[config.mk]
export PLATFORM = sky130hd
export DESIGN_NAME = tpc_ctrl
export DESIGN_NICKNAME = d
export VERILOG_FILES = /design/src/rtl/tpc_pkg.sv /design/src/rtl/tpc_tag_store.sv /design/src/rtl/tpc_lru.sv /design/src/rtl/tpc_ctrl.sv
export SDC_FILE = /design/constraint.sdc
export NUM_CORES = 2
export LEC_CHECK = 0
export BUFFER_PORTS_ARGS = -buffer_cell sky130_fd_sc_hd__buf_2
export CAP_MARGIN = 40
export CELL_PAD_IN_SITES_DETAIL_PLACEMENT = 0
export CELL_PAD_IN_SITES_GLOBAL_PLACEMENT = 1
export CORE_ASPECT_RATIO = 0.9
export CORE_MARGIN = 8
export CORE_UTILIZATION = 30
export CTS_CLUSTER_DIAMETER = 120
export DETAILED_ROUTE_END_ITERATION = 8
export HOLD_SLACK_MARGIN = 0.08
export PLACE_DENSITY = 0.61
export SYNTH_ARGS = -nofsm -noshare
export SYNTH_HDL_FRONTEND = slang
export SYNTH_SLANG_ARGS = --single-unit
export TNS_END_PERCENT = 1
[constraint.sdc]
create_clock -name clk -period 16.2 [get_ports clk]
set_input_delay 0 -clock clk [delete_from_list [all_inputs] [get_ports clk]]
set_output_delay 0 -clock clk [all_outputs]
set_load 0.03 [all_outputs]
[src/rtl/tpc_pkg.sv]
package tpc_pkg;
    parameter int ADDR_W   = 12;
    parameter int SET_W    = 2;
    parameter int WAYS     = 8;
    parameter int FAST_LAT = 4;
    parameter int MEM_LAT  = 250;
    parameter int LAT_W    = 10;

    localparam int TAG_W    = ADDR_W - SET_W;
    localparam int SETS     = 1 << SET_W;
    localparam int WAY_W    = $clog2(WAYS);
    localparam int SLOW_LAT = (3 * FAST_LAT + 1) / 2;
    localparam int MISS_LAT = SLOW_LAT + MEM_LAT;

    typedef struct packed {
        logic             valid;
        logic             dirty;
        logic [TAG_W-1:0] tag;
    } line_t;

    typedef enum logic [1:0] {
        TIER_NONE = 2'd0,
        TIER_FAST = 2'd1,
        TIER_SLOW = 2'd2
    } tier_e;

    typedef enum logic [1:0] {
        ST_IDLE,
        ST_LOOK,
        ST_SWAP,
        ST_FILL
    } state_e;

    function automatic line_t make_line(input logic dirty, input logic [TAG_W-1:0] tag);
        line_t l;
        l.valid = 1'b1;
        l.dirty = dirty;
        l.tag   = tag;
        return l;
    endfunction
endpackage

[src/rtl/tpc_tag_store.sv]
module tpc_tag_store
    import tpc_pkg::*;
(
    input  logic             clk,
    input  logic             rst,
    input  logic [SET_W-1:0] set_i,
    input  logic [TAG_W-1:0] tag_i,
    output logic             hit_o,
    output logic [WAY_W-1:0] hit_way_o,
    input  logic [WAY_W-1:0] rd_way_i,
    output line_t            rd_line_o,
    input  logic             wr_en_i,
    input  logic [WAY_W-1:0] wr_way_i,
    input  line_t            wr_line_i
);
    line_t lines [SETS][WAYS];

    always_ff @(posedge clk) begin
        if (rst) begin
            for (int s = 0; s < SETS; s++)
                for (int w = 0; w < WAYS; w++)
                    lines[s][w] <= '0;
        end else if (wr_en_i) begin
            lines[set_i][wr_way_i] <= wr_line_i;
        end
    end

    always_comb begin
        hit_o     = 1'b0;
        hit_way_o = '0;
        for (int w = 0; w < WAYS; w++) begin
            if (lines[set_i][w].valid && lines[set_i][w].tag == tag_i) begin
                hit_o     = 1'b1;
                hit_way_o = WAY_W'(w);
            end
        end
    end

    assign rd_line_o = lines[set_i][rd_way_i];
endmodule

[src/rtl/tpc_lru.sv]
module tpc_lru
    import tpc_pkg::*;
(
    input  logic             clk,
    input  logic             rst,
    input  logic [SET_W-1:0] set_i,
    input  logic             touch_i,
    input  logic [WAY_W-1:0] touch_way_i,
    output logic [WAY_W-1:0] victim_o
);
    logic [WAY_W-1:0] age [SETS][WAYS];

    always_ff @(posedge clk) begin
        if (rst) begin
            for (int s = 0; s < SETS; s++)
                for (int w = 0; w < WAYS; w++)
                    age[s][w] <= WAY_W'(w);
        end else if (touch_i) begin
            for (int w = 0; w < WAYS; w++) begin
                if (WAY_W'(w) == touch_way_i)
                    age[set_i][w] <= '0;
                else if (age[set_i][w] < age[set_i][touch_way_i])
                    age[set_i][w] <= age[set_i][w] + 1'b1;
            end
        end
    end

    always_comb begin
        victim_o = '0;
        for (int w = 0; w < WAYS; w++)
            if (age[set_i][w] == WAY_W'(WAYS - 1))
                victim_o = WAY_W'(w);
    end
endmodule

[src/rtl/tpc_ctrl.sv]
module tpc_ctrl
    import tpc_pkg::*;
(
    input  logic              clk,
    input  logic              rst,
    input  logic              req_valid,
    output logic              req_ready,
    input  logic [ADDR_W-1:0] req_addr,
    input  logic              req_write,
    output logic              rsp_valid,
    output logic              rsp_hit,
    output logic [1:0]        rsp_tier,
    output logic [LAT_W-1:0]  rsp_lat,
    output logic              wb_valid,
    output logic [ADDR_W-1:0] wb_addr
);
    state_e            st;
    logic [ADDR_W-1:0] q_addr;
    logic              q_wr;

    logic [SET_W-1:0]  cur_set;
    logic [TAG_W-1:0]  cur_tag;
    assign cur_set = q_addr[SET_W-1:0];
    assign cur_tag = q_addr[ADDR_W-1:SET_W];

    logic             f_hit, d_hit;
    logic [WAY_W-1:0] f_hit_way, d_hit_way, f_vic, s_vic;
    logic [WAY_W-1:0] f_rd_way, d_rd_way, f_wr_way, d_wr_way;
    logic [WAY_W-1:0] f_touch_way, s_touch_way;
    line_t            f_rd_line, d_rd_line, f_wr_line, d_wr_line;
    logic             f_wr, d_wr, f_touch, s_touch;

    // Fast-tier tags and the slow-tier tag directory share one store design.
    tpc_tag_store u_fast (
        .clk(clk), .rst(rst), .set_i(cur_set), .tag_i(cur_tag),
        .hit_o(f_hit), .hit_way_o(f_hit_way),
        .rd_way_i(f_rd_way), .rd_line_o(f_rd_line),
        .wr_en_i(f_wr), .wr_way_i(f_wr_way), .wr_line_i(f_wr_line)
    );

    tpc_tag_store u_dir (
        .clk(clk), .rst(rst), .set_i(cur_set), .tag_i(cur_tag),
        .hit_o(d_hit), .hit_way_o(d_hit_way),
        .rd_way_i(d_rd_way), .rd_line_o(d_rd_line),
        .wr_en_i(d_wr), .wr_way_i(d_wr_way), .wr_line_i(d_wr_line)
    );

    tpc_lru u_fast_lru (
        .clk(clk), .rst(rst), .set_i(cur_set),
        .touch_i(f_touch), .touch_way_i(f_touch_way), .victim_o(f_vic)
    );

    tpc_lru u_slow_lru (
        .clk(clk), .rst(rst), .set_i(cur_set),
        .touch_i(s_touch), .touch_way_i(s_touch_way), .victim_o(s_vic)
    );

    // Port steering per state; a swap rewrites both stores in one edge.
    always_comb begin
        f_rd_way    = (st == ST_LOOK) ? f_hit_way : f_vic;
        d_rd_way    = (st == ST_SWAP) ? d_hit_way : s_vic;
        f_wr        = 1'b0;
        f_wr_way    = f_hit_way;
        f_wr_line   = make_line(f_rd_line.dirty | q_wr, cur_tag);
        d_wr        = 1'b0;
        d_wr_way    = s_vic;
        d_wr_line   = make_line(q_wr, cur_tag);
        f_touch     = 1'b0;
        f_touch_way = f_hit_way;
        s_touch     = 1'b0;
        s_touch_way = s_vic;
        unique case (st)
            ST_LOOK: begin
                if (f_hit) begin
                    f_wr    = 1'b1;
                    f_touch = 1'b1;
                end
            end
            ST_SWAP: begin
                f_wr        = 1'b1;
                f_wr_way    = f_vic;
                f_wr_line   = make_line(d_rd_line.dirty | q_wr, cur_tag);
                f_touch     = 1'b1;
                f_touch_way = f_vic;
                d_wr        = 1'b1;
                d_wr_way    = d_hit_way;
                d_wr_line   = f_rd_line;
                s_touch     = 1'b1;
                s_touch_way = d_hit_way;
            end
            ST_FILL: begin
                d_wr    = 1'b1;
                s_touch = 1'b1;
            end
            default: ;
        endcase
    end

    assign req_ready = (st == ST_IDLE);

    always_ff @(posedge clk) begin
        if (rst) begin
            st        <= ST_IDLE;
            q_addr    <= '0;
            q_wr      <= 1'b0;
            rsp_valid <= 1'b0;
            rsp_hit   <= 1'b0;
            rsp_tier  <= TIER_NONE;
            rsp_lat   <= '0;
            wb_valid  <= 1'b0;
            wb_addr   <= '0;
        end else begin
            rsp_valid <= 1'b0;
            wb_valid  <= 1'b0;
            unique case (st)
                ST_IDLE: begin
                    if (req_valid) begin
                        q_addr <= req_addr;
                        q_wr   <= req_write;
                        st     <= ST_LOOK;
                    end
                end
                ST_LOOK: begin
                    if (f_hit) begin
                        rsp_valid <= 1'b1;
                        rsp_hit   <= 1'b1;
                        rsp_tier  <= TIER_FAST;
                        rsp_lat   <= LAT_W'(FAST_LAT);
                        st        <= ST_IDLE;
                    end else if (d_hit) begin
                        st <= ST_SWAP;
                    end else begin
                        st <= ST_FILL;
                    end
                end
                ST_SWAP: begin
                    rsp_valid <= 1'b1;
                    rsp_hit   <= 1'b1;
                    rsp_tier  <= TIER_SLOW;
                    rsp_lat   <= LAT_W'(SLOW_LAT);
                    st        <= ST_IDLE;
                end
                ST_FILL: begin
                    rsp_valid <= 1'b1;
                    rsp_hit   <= 1'b0;
                    rsp_tier  <= TIER_NONE;
                    rsp_lat   <= LAT_W'(MISS_LAT);
                    wb_valid  <= d_rd_line.valid & d_rd_line.dirty;
                    wb_addr   <= {d_rd_line.tag, cur_set};
                    st        <= ST_IDLE;
                end
                default: st <= ST_IDLE;
            endcase
        end
    end
endmodule

Word-level counts from Yosys, hierarchy flattened
Memories as Yosys holds them, arrays and structs flattened. A register that Yosys moved wholly into a read port is not among the register bits.
Cells that the tools add are included.
{"block": "totals", "romBits": 0, "input_bits": 16, "ramBits": 960, "regBits": 42, "word_cells": 419, "out_inout_bits": 28, "latch_bits": 0, "n_memories": 4}
{"memory": "u_dir.lines", "depth": 4, "width": 96, "read_ports": 1, "rd_ports_with_merged_regs": 1, "write_ports": 4, "line": "tpc_tag_store.sv:16", "text": "line_t lines [SETS][WAYS];"}
{"memory": "u_fast.lines", "depth": 4, "width": 96, "read_ports": 1, "rd_ports_with_merged_regs": 1, "write_ports": 4, "line": "tpc_tag_store.sv:16"}
{"memory": "u_fast_lru.age", "depth": 4, "width": 24, "read_ports": 1, "rd_ports_with_merged_regs": 1, "write_ports": 4, "line": "tpc_lru.sv:11", "text": "logic [WAY_W-1:0] age [SETS][WAYS];"}
{"memory": "u_slow_lru.age", "depth": 4, "width": 24, "read_ports": 1, "rd_ports_with_merged_regs": 1, "write_ports": 4, "line": "tpc_lru.sv:11"}
{"block": "classes", "bitwise_logic": 23, "shifts": 0, "n_div": 0, "mul": 0, "addsub": 16, "mux": 267, "n_reduce_logical": 30, "magnitude_cmp": 21, "eq_ne": 49}
{"operator": "$mux W96", "n": 6}
{"operator": "$reduce_or A96 Y1", "n": 2}
{"operator": "$mux W1", "n": 174}
{"operator": "$eq A10 B10 Y1", "n": 16}
{"operator": "$mux W3", "n": 39}
{"operator": "$mux W12", "n": 7}
{"operator": "$bmux W12 S3", "n": 2}
{"operator": "$demux W12 S3", "n": 2}
{"operator": "$add A3 B1 Y3 const B", "n": 16}
{"operator": "$lt A3 B3 Y1", "n": 16}
{"operator": "$mux W24", "n": 2}
{"operator": "$reduce_or A24 Y1", "n": 2}
{"operator": "$mux W2", "n": 23}
{"operator": "$eq A3 B3 Y1 const B", "n": 14}
{"operator": "$pmux W10 S3", "n": 1}
{"operator": "$eq A3 B3 Y1 const A", "n": 8}
{"operator": "$bmux W3 S3", "n": 2}
{"operator": "$logic_and A1 B1 Y1", "n": 18}
{"operator": "$or A1 B1 Y1", "n": 18}
{"operator": "$mux W8", "n": 2}
{"operator": "$eq A2 B3 Y1 const A", "n": 4}
{"operator": "$ge A4 B4 Y1 const B", "n": 3}
{"operator": "$not A3 Y4", "n": 3}
{"operator": "$pmux W2 S3", "n": 2}
{"operator": "16 further kinds", "n": 24}

Logic depth before layout (Yosys ltp)
{"block": "depth", "depth_word": 23, "ltp_mapped": 34, "ltp_nobuf": 22}

Cells and area by module
From an unflattened synthesis, not the netlist that was laid out.
{"block": "unflattened", "hier_cells": 3717, "hier_area_um2": 51712.1}
{"module": "tpc_tag_store (u_dir)", "area_per_inst_um2": 18970.7, "seq_area_each_um2": 11531.1, "n_inst": 1, "cells_per_inst": 1265}
{"module": "tpc_tag_store (u_fast)", "area_per_inst_um2": 18969.4, "seq_area_each_um2": 11531.1, "n_inst": 1, "cells_per_inst": 1265}
{"module": "tpc_lru (u_slow_lru)", "area_per_inst_um2": 6200.9, "seq_area_each_um2": 2882.8, "n_inst": 1, "cells_per_inst": 531}
{"module": "tpc_lru (u_fast_lru)", "area_per_inst_um2": 5904.4, "seq_area_each_um2": 2882.8, "n_inst": 1, "cells_per_inst": 472}
{"module": "tpc_ctrl", "area_per_inst_um2": 1666.6, "seq_area_each_um2": 680.7, "n_inst": 1, "cells_per_inst": 184}

Worst setup path before layout
OpenSTA, ideal clock, no wires.
{"block": "synth_timing", "path_type": "reg2reg", "start": "register (tool-made name)", "end": "memory u_slow_lru.age[1][15] in the netlist's numbering, enable pin", "setup_ns": 0.319, "t_arrival_ns": 7.096, "path_slack_ns": 8.785, "path_stages_with_launch": 31, "synth_period_minus_slack_ns": 7.415, "path_buffers": 17, "cell_sequence": "dfxtp_1 -> buf_6 -> buf_6 -> buf_4 -> buf_4 -> buf_4 -> buf_4 -> buf_4 -> buf_4 -> buf_4 -> buf_4 -> buf_4 -> buf_2 -> buf_2 -> mux4_2 -> ha_1 -> nor3_1 -> o31a_1 -> inv_1 -> o31ai_1 -> buf_2 -> buf_2 -> buf_2 -> clkbuf_1 -> a211oi_1 -> a31oi_1 -> a21oi_1 -> ha_1 -> a211oi_1 -> a211oi_2 -> nor2_1"}
{"element": "end: declaration", "line": "tpc_lru.sv:11"}

==> results.yml <==
status:
  status: "complete, no violations"
routing:
  dr.pass1.iters: 5
  wirelength_mm: 160.3
  drtIter0Drc: 3443
  vias_per_cell: 5.305
  num_vias: 33270
  ant_nets: 0
  post-route-drc-count: 0
  wl_per_cell_um: 25.56
sta:
  rsz0062_at_grt: "no"
  fmax_ghz: 0.1387
  worst-slew-pin-transition_ns: 1.000
  final.period_utilization_pct: 44.49
  period_minus_slack_ns: 7.207
  clock_skew_ns: 0.04960
  max_slew_margin_pct: 33.33
  setup_viol: 0
  hold_ws_ns: 0.1324
  worst_slack_ns: 8.993
  hold_violations: 0
  tns_ns: 0
  slew_violations: 0
grt:
  grt-ovfl-total: 0
  grt_max_degree: 99
  grt_pass1_wl_mm: 234.1
  grt_pass1_vias: 33000
  grt.total_usage_pct: 17.37
  antenna_found_initial: 0
job:
  maxCapViolations: 0
clock_network:
  cts_tree: "done"
  cts_sinks: 996
  clk_pin_slew_worst_paths_ns: 0.06
  cts_buffer_depth: 3
  post-cts-setup-buffers: 0
  clock_latency_ns: 0.75
  ctsRootBufferMaster: "clkbuf_16"
  htreeDepth: 3
  cts_made_buffers: 108
critical_path:
  crit_top_cell: "buf_4"
  crit_fanout: 36
  worstSetupPathType: "flop to flop"
  cp_cell_sequence: "buf_4 -> buf_4 -> mux4_2 -> xnor2_1 -> o21ai_0 -> nor4_1 -> clkdlybuf4s15_2 -> nand2_1 -> a21oi_2 -> a21o_2 -> and2_0 -> a211oi_1 -> a311oi_1 -> a21oi_1 -> ha_1 -> o311ai_0 -> nand3_1 -> nand2b_1 -> a21o_1"
  cp_top_family: "compound AO/OA/AOI/OAI gates"
  critPathBufInv: 3
  start_kind: "flop"
  critPathSlowestCell: "dfxtp_4"
  max_stage_delay_ns: 0.77
  cp_data_required_time_ns: 16.63
  arrival_ns: 7.64
  critPathCaptureType: "flop"
floorplanning:
  ioPinCount: 44
  core_area_mm2: 0.1658
  dieHeight_um: 402.7
  initial_core_util_pct: 30.07
  rows: 142
  die_x_um: 445.7
  dieArea_mm2: 0.1795
placement:
  placed_cell_area_mm2: 0.05246
  portBuffers: 36
  hpwl_mm: 103.1
  pre_cts_ws_ns: 8.902
  post-place-cells: 6022
  gp_congestion: 0.8289
yosys:
  ys_warn_count: 0
  async_flop_share_pct: 0
  syn_avg_cell_area_um2: 12.49
  ys_seq_area_share_pct: 58.63
  synth-edff-count: 928
  ys_ff_latch: 996
  synth_area_mm2: 0.04985
  yosys.cell_types.count: 99
  syn-instance-count: 3992
  yosys_most_used_dff: "edfxtp_1"
finish:
  utilization_pct: 34.12
  drive_above_1_share_pct: 16.34
  final_nets: 4016
  area_growth_pct: 13.46
  design_area_mm2: 0.05656
  layout_common_cells: "edfxtp_1 (928), nor2_1 (634), nand2_1 (305), nor3_1 (249), mux4_2 (207)"
  layout_commonest_cell: "edfxtp_1"
  final_cells: 6271
min_path:
  min_from: "req_addr[9]"
  hold_class: "primary input to flop"
power_and_ir_drop:
  powerDensity_mw_per_mm2: 116.6
  leakagePower_nw: 18.52
  pwr-share-comb_pct: 17.0
  power_frac_clock_pct: 38.5
  seq_power_share_pct: 44.5
  internal_power_mw: 4.718
  power_switching_mw: 1.876
  p_sw_share_pct: 28.44
  power.total_mw: 6.594
  vdd_drop_max_mv: 0.08792
## path summary, 6_finish.rpt
path	to	slack (ns)	depth (start not counted)
worst max-delay path	u_slow_lru.age[2][12]$_SDFFCE_PN1P_	8.99	19
worst min-delay path	q_addr[9]$_SDFFE_PP0P_	0.13	4
worst max register to register	u_slow_lru.age[2][12]$_SDFFCE_PN1P_	8.99	19
worst min register to register	u_fast.lines[2][95]$_DFF_P_	0.45	1
## state kept, by name, summed over array words and instances, names as in the netlist, named ones only
register and flops:
wb_valid 1, wb_addr 12, q_wr 1, u_dir.lines 384
rsp_tier 1, rsp_hit 1, u_fast_lru.age 96, rsp_valid 1
st 2, q_addr 12, u_slow_lru.age 96, u_fast.lines 384
rsp_lat 3
## worst register-to-register path: stages (launching register included)
cell and delay, ns:
dfxtp_4 0.77, buf_4 0.69, buf_4 0.58, mux4_2 0.62, xnor2_1 0.16, o21ai_0 0.10, nor4_1 0.32, clkdlybuf4s15_2 0.32
nand2_1 0.12, a21oi_2 0.37, a21o_2 0.54, and2_0 0.20, a211oi_1 0.06, a311oi_1 0.29, a21oi_1 0.10, ha_1 0.33
o311ai_0 0.09, nand3_1 0.45, nand2b_1 0.54, a21o_1 0.25
## routing by layer
layer,GRT usage (%),vias up,wire [µm]
li1,-,14720,-
met1,23.91,17170,69990
met2,28.24,1141,75250
met3,2.533,229,9827
met4,5.626,0,5196
met5,0,-,0
## area by class of cell
cell class                      count  area, µm²
Timing Repair Buffer              208       1755
Antenna cell                        1      2.502
Clock buffer                      129       2854
Clock inverter                     71      770.7
Fill cell                       16250     109200
Inverter                           54      205.2
Tap cell                         2232       2793
Multi-Input combinational cell   2580      18930
Sequential cell                   996      29250
## power groups by stage
stage	logic (mW)	registers [mW]	clock network (mW)
3_5_place_dp	1.10	2.99	0
3_3_place_gp	1.08	2.98	0
6_report	1.12	2.93	2.54
4_1_cts	1.12	2.93	2.59
5_1_grt	1.18	2.94	2.67
2_1_floorplan	0.715	2.96	0
## repair_timing
action / 4_1_cts / 5_1_grt
hold buffers: 47 / 0
hold endpoints to repair: 89 / 0
resized for setup: 0 / 0
## cell usage after synthesis (16+ instances only)
master / count / area, µm²
edfxtp_1: 928 / 27870
nor2_1: 636 / 2387
nand2_1: 306 / 1149
nor3_1: 251 / 1256
clkbuf_1: 222 / 833.3
mux4_2: 207 / 4662
mux2i_1: 165 / 1652
xnor2_1: 141 / 1235
and2_1: 91 / 569.3
buf_2: 78 / 390.4
o21ai_0: 77 / 385.4
dfxtp_1: 68 / 1361
and3_1: 60 / 375.4
a21oi_1: 59 / 295.3
ha_1: 52 / 650.6
a21o_1: 51 / 382.9
nand3_1: 49 / 245.2
inv_1: 47 / 176.4
a211oi_1: 44 / 330.3
buf_4: 33 / 247.7
nand4_1: 31 / 193.9
mux2_2: 26 / 292.8
o211ai_1: 25 / 187.7
nand2b_1: 22 / 137.6
buf_1: 21 / 78.83
a31oi_1: 16 / 100.1
o21ai_1: 16 / 80.08
## logic make-up (layout without fill, tap and decap cells)
group	count (synthesis)	in the layout	share of synthesized area, %
buf+inv	422	462	3.848
compound gates	436	436	6.237
simple gates	1533	1533	13.99
fa+ha+maj	53	53	1.325
other cells	1	8	0.007523
flops	996	996	58.63
mux	400	400	13.31
xor+xnor	151	151	2.653
No activity file was read; power rests on OpenSTA's default activity.
